[src/rtl/msadc_pkg.sv]
package msadc_pkg;

    typedef enum logic {
        ST_IDLE = 1'b0,
        ST_RUN  = 1'b1
    } msadc_state_e;

    // Number of channels enabled by a count code: code n -> n+1, saturating at nch.
    function automatic int unsigned msadc_active(input int unsigned code, input int unsigned nch);
        if (code + 1 >= nch) return nch;
        return code + 1;
    endfunction

endpackage

[src/rtl/msadc_tick.sv]
module msadc_tick #(
    parameter int DIV_W = 8
) (
    input  logic             clk,
    input  logic             rst_n,
    input  logic             run_i,
    input  logic [DIV_W-1:0] div_i,
    output logic             tick_o
);
    logic [DIV_W-1:0] cnt_d, cnt_q;
    logic [DIV_W-1:0] lim;

    always_comb begin
        lim    = (div_i == '0) ? DIV_W'(1) : div_i;
        tick_o = run_i && (cnt_q == lim - DIV_W'(1));
        if (!run_i || tick_o) cnt_d = '0;
        else                  cnt_d = cnt_q + DIV_W'(1);
    end

    always_ff @(posedge clk or negedge rst_n) begin
        if (!rst_n) cnt_q <= '0;
        else        cnt_q <= cnt_d;
    end

    AST_TICK_SPACING: assert property (@(posedge clk) disable iff (!rst_n)
        (tick_o && lim > DIV_W'(1)) |=> !tick_o);

endmodule

[src/rtl/msadc_capture.sv]
module msadc_capture #(
    parameter int RES    = 14,
    parameter int SLOT_W = 4,
    parameter int CH_W   = 3,
    parameter int OFS    = 1
) (
    input  logic              clk,
    input  logic              rst_n,
    input  logic              shift_en_i,
    input  logic [SLOT_W-1:0] pos_i,
    input  logic [CH_W-1:0]   slot_i,
    input  logic              sdo_i,
    input  logic              bipolar_i,
    output logic              valid_o,
    output logic [RES-1:0]    data_o,
    output logic [CH_W-1:0]   chan_o
);
    localparam logic [SLOT_W-1:0] FIRST    = SLOT_W'(OFS);
    localparam logic [SLOT_W-1:0] LAST     = SLOT_W'(OFS + RES - 1);
    localparam logic [RES-1:0]    MSB_MASK = {1'b1, {(RES-1){1'b0}}};

    typedef struct packed {
        logic [RES-1:0]  sh;
        logic            valid;
        logic [RES-1:0]  data;
        logic [CH_W-1:0] chan;
    } cap_t;

    cap_t d, q;
    logic [RES-1:0] nxt_sh;

    always_comb begin
        d       = q;
        d.valid = 1'b0;
        nxt_sh  = {q.sh[RES-2:0], sdo_i};
        if (shift_en_i && pos_i >= FIRST && pos_i <= LAST) begin
            d.sh = nxt_sh;
            if (pos_i == LAST) begin
                d.valid = 1'b1;
                d.data  = bipolar_i ? (nxt_sh ^ MSB_MASK) : nxt_sh;
                d.chan  = slot_i;
            end
        end
    end

    always_ff @(posedge clk or negedge rst_n) begin
        if (!rst_n) q <= '0;
        else        q <= d;
    end

    assign valid_o = q.valid;
    assign data_o  = q.data;
    assign chan_o  = q.chan;

    AST_VALID_PULSE: assert property (@(posedge clk) disable iff (!rst_n)
        q.valid |=> !q.valid);

endmodule

[src/rtl/msadc_reader.sv]
module msadc_reader #(
    parameter int NCH      = 6,
    parameter int RES      = 14,
    parameter int SLOT     = 16,
    parameter int SLOT_OFS = 1,
    parameter int DIV_W    = 8
) (
    input  logic           clk,
    input  logic           rst_n,
    input  logic           start_i,
    input  logic           abort_i,
    input  logic [2:0]     cfg_sel_i,
    input  logic           cfg_bipolar_i,
    input  logic [DIV_W-1:0] cfg_div_i,
    output logic           adc_conv_o,
    output logic           adc_sck_o,
    output logic [2:0]     adc_sel_o,
    input  logic           adc_sdo_i,
    output logic           word_valid_o,
    output logic [RES-1:0] word_data_o,
    output logic [2:0]     word_chan_o,
    output logic           word_bipolar_o
);
    import msadc_pkg::*;

    localparam int CH_W   = 3;
    localparam int SLOT_W = $clog2(SLOT);
    localparam int EDGE_W = $clog2(NCH * SLOT + 1);

    typedef struct packed {
        msadc_state_e      st;
        logic              sck;
        logic              conv;
        logic [EDGE_W-1:0] edges;
        logic [EDGE_W-1:0] total;
        logic [2:0]        sel;
        logic              bip;
        logic [DIV_W-1:0]  div;
    } ctl_t;

    ctl_t d, q;
    logic tick;
    logic rise;
    logic [SLOT_W-1:0] pos;
    logic [CH_W-1:0]   slot;

    msadc_tick #(.DIV_W(DIV_W)) tick_i (
        .clk    (clk),
        .rst_n  (rst_n),
        .run_i  (q.st == ST_RUN),
        .div_i  (q.div),
        .tick_o (tick)
    );

    always_comb begin
        d    = q;
        rise = 1'b0;
        if (abort_i) begin
            d.st   = ST_IDLE;
            d.sck  = 1'b0;
            d.conv = 1'b0;
        end else begin
            case (q.st)
                ST_IDLE: begin
                    if (start_i) begin
                        d.st    = ST_RUN;
                        d.conv  = 1'b1;
                        d.sck   = 1'b0;
                        d.edges = '0;
                        d.sel   = cfg_sel_i;
                        d.bip   = cfg_bipolar_i;
                        d.div   = cfg_div_i;
                        d.total = EDGE_W'(msadc_active(int'(cfg_sel_i), NCH) * SLOT);
                    end
                end
                default: begin
                    if (tick) begin
                        d.sck = !q.sck;
                        if (!q.sck) begin
                            rise    = 1'b1;
                            d.edges = q.edges + EDGE_W'(1);
                        end else begin
                            if (q.edges == EDGE_W'(1)) d.conv = 1'b0;
                            if (q.edges == q.total)    d.st   = ST_IDLE;
                        end
                    end
                end
            endcase
        end
        pos  = SLOT_W'(q.edges % EDGE_W'(SLOT));
        slot = CH_W'(q.edges / EDGE_W'(SLOT));
    end

    always_ff @(posedge clk or negedge rst_n) begin
        if (!rst_n) q <= '0;
        else        q <= d;
    end

    msadc_capture #(
        .RES    (RES),
        .SLOT_W (SLOT_W),
        .CH_W   (CH_W),
        .OFS    (SLOT_OFS)
    ) cap_i (
        .clk        (clk),
        .rst_n      (rst_n),
        .shift_en_i (rise),
        .pos_i      (pos),
        .slot_i     (slot),
        .sdo_i      (adc_sdo_i),
        .bipolar_i  (q.bip),
        .valid_o    (word_valid_o),
        .data_o     (word_data_o),
        .chan_o     (word_chan_o)
    );

    assign adc_conv_o     = q.conv;
    assign adc_sck_o      = q.sck;
    assign adc_sel_o      = q.sel;
    assign word_bipolar_o = q.bip;

    AST_CONV_SCK_LOW: assert property (@(posedge clk) disable iff (!rst_n)
        $rose(adc_conv_o) |-> !adc_sck_o);
    AST_NO_RESTROBE: assert property (@(posedge clk) disable iff (!rst_n)
        (q.st == ST_RUN) |=> !$rose(adc_conv_o));
    AST_EDGE_LIMIT: assert property (@(posedge clk) disable iff (!rst_n)
        q.edges <= q.total);
    AST_CHAN_RANGE: assert property (@(posedge clk) disable iff (!rst_n)
        word_valid_o |-> ((int'(word_chan_o) + 1) * SLOT <= int'(q.total)));
    AST_ABORT_QUIET: assert property (@(posedge clk) disable iff (!rst_n)
        abort_i |=> (!adc_conv_o && !adc_sck_o && !word_valid_o));

endmodule

[config.mk]
export PLATFORM = sky130hd
export DESIGN_NAME = msadc_reader
export DESIGN_NICKNAME = d
export VERILOG_FILES = /design/src/rtl/msadc_pkg.sv /design/src/rtl/msadc_tick.sv /design/src/rtl/msadc_capture.sv /design/src/rtl/msadc_reader.sv
export SDC_FILE = /design/constraint.sdc
export NUM_CORES = 1
export LEC_CHECK = 0
export CAP_MARGIN = 20
export CELL_PAD_IN_SITES_DETAIL_PLACEMENT = 1
export CELL_PAD_IN_SITES_GLOBAL_PLACEMENT = 1
export CORE_MARGIN = 2
export CORE_UTILIZATION = 29
export DETAILED_ROUTE_END_ITERATION = 7
export GPL_ROUTABILITY_DRIVEN = 0
export GPL_TIMING_DRIVEN = 0
export PLACE_DENSITY = 0.56
export SKIP_LAST_GASP = 1
export SYNTH_ARGS = -nofsm -noshare
export SYNTH_HDL_FRONTEND = slang
export SYNTH_SLANG_ARGS = --single-unit
[constraint.sdc]
create_clock -name clk -period 2.8 [get_ports clk]
set_clock_uncertainty 0.2 [all_clocks]
set_input_delay 0.28 -clock clk [delete_from_list [all_inputs] [get_ports clk]]
set_output_delay 0.28 -clock clk [all_outputs]
set_load 0.03 [all_outputs]
Yosys cells after proc, flatten, opt, wreduce, memory -nomap -nowiden
Cells that the tools add are included.

Output and inout port bits: 24. Bits of input ports: 17. Register bits after elaboration: 64. Logic and storage cells: 70.

Multiplexer cells: 24. Magnitude comparators: 3. Reductions and logical operators: 14. Add/sub/neg operators: 4. Bitwise gates (word level): 3. Eq/ne operators: 9.

Operators with widths (number): two-way mux 18 bit (2); two-way mux 29 bit (1); two-way mux 10 bit (2); two-way mux 8 bit (2); two-way mux 14 bit (1); two-way mux 1 bit (12); two-way mux 3 bit (3); adder 8 x 1 -> 8 bit (second input constant) (1); == test 8 bit (1); logical NOT 8 bit (1); AND reduction 4 bit (2); subtractor 8 x 1 -> 8 bit (second input constant) (1); adder 7 x 1 -> 7 bit (second input constant) (1); == test 7 x 1 -> 1 bit (second input constant) (1); == test 7 bit (1); two-way mux 7 bit (1); inequality test 3 x 2 -> 1 bit (second input constant) (2); adder 3 x 1 -> 4 bit (second input constant) (1); == test 4 bit (second input constant) (1); greater-or-equal comparator 4 x 1 -> 1 bit (second input constant) (1); greater-or-equal comparator 4 x 3 -> 1 bit (second input constant) (1); <= comparator 4 bit (second input constant) (1); AND reduction 2 bit (2); logical AND 1 bit (3); 9 further kinds (12).

Depth between registers and ports, before layout
Depth after elaboration: 11. Depth in mapped cells: 13.

Hierarchy
Synthesis repeated with hierarchy kept, for this count alone.

Cell total of the unflattened synthesis: 271. Area, all modules: 3144.3 um^2.

By module, submodules not included: msadc_reader (area an instance 1262.5 um^2, instances 1, seq. area each 625.6 um^2, cells each 134); msadc_capture (area an instance 1234.9 um^2, instances 1, seq. area each 775.7 um^2, cells each 69); msadc_tick (area an instance 646.9 um^2, instances 1, seq. area each 200.2 um^2, cells each 68).

Worst setup path before layout
No wires, ideal clock.

Kind: register to register. From: register q[7] (netlist bit). To: register cap_i.q, in the netlist cap_i.nxt_sh[10]. Setup time: 125 ps. Stages on the path, launching flop included: 14. Clock period less this slack: 2983 ps. Arrival: 2658 ps. Slack: -183 ps. Data required time: 2475 ps. Path buffers: 3. Path through: dfrtp_1 > buf_4 > nor4_1 > a21oi_1 > ha_1 > nor2b_1 > xnor2_1 > o32ai_1 > a21oi_2 > nor3_4 > buf_6 > nand4_4 > buf_6 > mux2_4.

Cells in the longest elaborated chain, start to end: 10.

Ends and longest elaborated chain: from (decl) (RTL line msadc_reader.sv:41) `ctl_t d, q;`; from (signal assigned) (RTL line msadc_reader.sv:95) `if (!rst_n) q <= '0;`; from (signal assigned) (RTL line msadc_reader.sv:96) `else q <= d;`; logical NOT 8 bit (RTL line msadc_tick.sv:14) `lim = (div_i == '0) ? DIV_W'(1) : div_i;`; two-way mux 8 bit (*) (RTL line msadc_tick.sv:14); subtractor 8 x 1 -> 8 bit (*) (RTL line msadc_tick.sv:15) `tick_o = run_i && (cnt_q == lim - DIV_W'(1));`; == test 8 bit (*) (RTL line msadc_tick.sv:15); logical AND 1 bit (*) (RTL line msadc_tick.sv:15); two-way mux 1 bit (*) (RTL line msadc_reader.sv:77) `if (tick) begin`; two-way mux 1 bit (*) (RTL line msadc_reader.sv:63) `case (q.st)`; two-way mux 1 bit (*) (RTL line msadc_reader.sv:58) `if (abort_i) begin`; logical AND 1 bit (*) (2 in a row) (RTL line msadc_capture.sv:36) `if (shift_en_i && pos_i >= FIRST && pos_i <= LAST) begin`; to (signal assigned) (RTL line msadc_capture.sv:47) `if (!rst_n) q <= '0;`; to (signal assigned) (RTL line msadc_capture.sv:48) `else q <= d;`; to (decl) (RTL line msadc_capture.sv:29) `cap_t d, q;`.

Mark *: on every way between the ends. The rest lies on a longest branch, timed or not. A chain may end at the register's enable or synchronous reset.

Worst setup path after layout
From: register q[5] (netlist bit). To: register q[25] (netlist bit).

Cells in the longest elaborated chain, start to end: 7.

Ends and longest elaborated chain (RTL line): logical NOT 8 bit (msadc_tick.sv:14); two-way mux 8 bit (*) (msadc_tick.sv:14); subtractor 8 x 1 -> 8 bit (*) (msadc_tick.sv:15); == test 8 bit (*) (msadc_tick.sv:15); logical AND 1 bit (*) (msadc_tick.sv:15); inequality test 2 x 1 -> 1 bit (no source line) (*); AND reduction 4 bit (no source line) (*).

Marked as above.

==> impl_metrics.tcl <==
set metrics [dict create \
    violations "setup timing" \
    critPathTopFamily "simple AND/OR/NAND/NOR gates" \
    peakVddDrop_uv 229 \
    fillerInstances 1198 \
    ys_seq_area_share_pct 49.8 \
    hold_path.class "input port to flop" \
    cts_tree "built" \
    io_pins 41 \
    final_cells 512 \
    first_pass_iters 4 \
    path_cells "nor4_4, a21oi_4, ha_4, xnor2_2, nor3_2, nand3_2, buf_4, or4_4, o32a_1, o21ai_1" \
    layout-drive-gt1-share_pct 30.4 \
    grt_overflow_total 0 \
    relSlewSlack_pct 35.5 \
    drtIter0Drc 56 \
    slowest_delay_ns 0.54 \
    cts.clk_slew.worst_paths_ns 0.08 \
    grtUsageTotal_pct 14.2 \
    async_flop_share_pct 100 \
    die_area_mm2 0.0119 \
    p_comb_share_pct 25.3 \
    multi_input_area_mm2 0.00166 \
    p_sw_share_pct 30.1 \
    fp.dieH_um 109 \
    detail-route-antenna-nets 0 \
    worstPathMaxFanout 3 \
    p_switching_mw 0.833 \
    startpoint_type "flop" \
    finalSetupTns_ns -2.15 \
    yosysTopAreaCell "dfrtp_1" \
    grt_pass1_wl_um 13000 \
    synth.avg_cell_area_um2 11.1 \
    end_kind "flop" \
    r2r_slack_ns -0.16 \
    io_buffers 39 \
    synth_fp_nets 316 \
    fp-row-count 38 \
    cts_max_path_buffers 2 \
    cts_max_level 3 \
    antenna_found_initial 0 \
    cts_sinks 64 \
    vias 2400 \
    register_area_mm2 0.00161 \
    cap_viol_max_count 0 \
    synth_area_leaders "dfrtp_1 (50%), mux2_4 (4.7%), nand2_1 (4.7%)" \
    synthDistinctLibCells 50 \
    critPathKind "flop to flop" \
    dp.cells 470 \
    crit_slowest_cell "or4_4" \
    finalCriticalPeriod_ns 2.96 \
    grt_pass1_vias 2593 \
    worst-path-buf-inv 1 \
    ys.flop_type "dfrtp_1" \
    dp_hpwl_um 5050 \
    drc 0 \
    cts-buffers-inserted 9 \
    finalCritPeriodShare_pct 106 \
    final-setup-viol-count 32 \
    syn_to_final_growth_pct 39.6 \
    worst_pin_slew_ns 0.961 \
    synth-edff-count 0 \
    syn_area_mm2 0.00322 \
    viasPerCell 4.69 \
    power_density_mw_per_mm2 616 \
    die_width_um 109 \
    synthCells 291 \
    power_frac_seq_pct 39.1 \
    ys_warn_count 0 \
    ys_ff_latch 64 \
    grt_max_degree 65 \
    setup_ws_ns -0.158 \
    wire_per_inst_um 15.2 \
    dp_slack_ns -0.423 \
    clkLatencyLatePin_ns 0.35 \
    design_area_mm2 0.00449 \
    yosysTopAreaCellShare_pct 49.8 \
    num_antenna_cells 0 \
    placed_area_mm2 0.00379 \
    rsz0062_at_grt "true" \
    wl_um 7770 \
    nets 392 \
    initial_core_util_pct 29.7 \
    clkPwrFrac_pct 35.7 \
    crit_required_ns 2.88 \
    coreArea_mm2 0.0108 \
    status "finished with violations" \
    fmax_mhz 338 \
    p_leak_nw 2.08 \
    hold_violations 0 \
    cts-root-buf "clkbuf_8" \
    p_int_mw 1.93 \
    critPathArrivalTime_ns 3.04 \
    whs_ns 0.0274 \
    report.final.slew_viol_count 0 \
]
-- cell usage in the layout, fill, tap and decap left out, drive strengths merged, types with 4 or more instances in the layout --
cell	Yosys	routed
a21oi	9	9
and3	4	4
buf	9	33
clkbuf	5	16
clkdlybuf4s50	0	38
dfrtp	64	64
ha	8	8
inv	12	12
mux2	31	31
nand2	40	40
nand3	10	10
nand3b	4	4
nand4	6	6
nor2	18	18
nor2b	4	4
nor3	6	6
o21ai	10	10
xnor2	13	13
xor2	6	6
-- path summary, 6_finish.rpt --
path                              start              end  depth (start not counted)
setup / recovery                   q[5]            q[25]                         10
hold / removal                  abort_i            q[28]                          3
setup reg to reg                   q[5]            q[25]                         10
hold reg to reg            adc_sel_o[2]     adc_sel_o[2]                          2
max in group asynchronous         rst_n             q[2]                          2
min in group asynchronous         rst_n  cap_i.chan_o[2]                          2
-- what timing repair did --
item / CTS / global route
endpoints found under the setup margin: 46 / 41
hold endpoints to repair: 64 / 0
hold buffers: 1 / 0
buffers inserted: 19 / 5
resized for setup: 27 / 22
pin swaps: 5 / 13
cloned: 2 / 0
-- cells by family after synthesis --
| logic type | share of synthesized area [%] |
|---|---|
| buffers and inverters | 4.32 |
| AND/OR/NAND/NOR | 17.5 |
| AO/OA/AOI/OAI | 7.51 |
| flip-flops | 49.8 |
| XOR/XNOR | 5.41 |
| multiplexers | 12.3 |
| adder cells (fa/ha/maj) | 3.11 |
-- power by group through the flow --
| stage | clock network, mW | registers (mW) | logic (mW) |
|---|---|---|---|
| after detailed placement | 0 | 1.10 | 0.486 |
| after global routing | 1.06 | 1.09 | 0.770 |
| after CTS | 1.02 | 1.08 | 0.612 |
| after global placement | 0 | 1.10 | 0.471 |
| final | 0.987 | 1.08 | 0.700 |
| after floorplan | 0 | 1.08 | 0.335 |
-- per-stage QoR --
| step | utilization, % | power, mW |
|---|---|---|
| floorplan | - | 1.41 |
| global placement | 35.0 | 1.57 |
| detailed placement | 35.0 | 1.58 |
| CTS | 40.1 | 2.71 |
| global route | 41.4 | 2.93 |
| finish | 41.4 | 2.77 |
-- routing by layer --
metal  global-route usage (%)  wire length [um]  vias to the layer above
met3                     3.91               291                       11
li1                         -                 -                     1155
met4                     3.89               121                        0
met5                        0                 0                        -
met1                     17.8              3520                     1193
met2                     24.2              3830                       41
-- Yosys cell counts, drive strengths merged, types with 2 or more instances --
cell,number
nor4,3
dfrtp,64
mux2,31
nand3,10
and3,4
o211ai,2
or3,2
a31o,2
nand2,40
o21a,2
xnor2,13
nand3b,4
and2,3
buf,9
a21oi,9
ha,8
nor2b,4
nor2,18
a21o,2
a31oi,2
clkbuf,5
nor3b,2
xor2,6
inv,12
o21ai,10
nor3,6
nand4,6
-- worst register-to-register path: cells and delay by family (launching register included) --
kind	cells	cell delay [ns]
simple gates	4	1.17
compound gates	3	0.53
flops	1	0.43
fa+ha+maj	1	0.25
buf+inv	1	0.19
xor+xnor	1	0.13
-- flip-flops by register name (all words and copies together) (netlist names) --
name and flops:
cap_i.chan_o 3, word_bipolar_o 1, adc_sck_o 1, tick_i.cnt_q 8, adc_sel_o 3, adc_conv_o 1
cap_i.valid_o 1, cap_i.nxt_sh 13, cap_i.data_o 14, q 19
-- final cells by class --
class,instances,area share [%]
repair buffers,65,14.4
multi-input cells,201,37.0
well taps,140,3.90
clock buffers,9,2.76
plain buffers,14,2.45
clock inverters,7,2.67
inverters,12,1.00
flip-flops and latches,64,35.8
(Power assumes the default switching activity.)
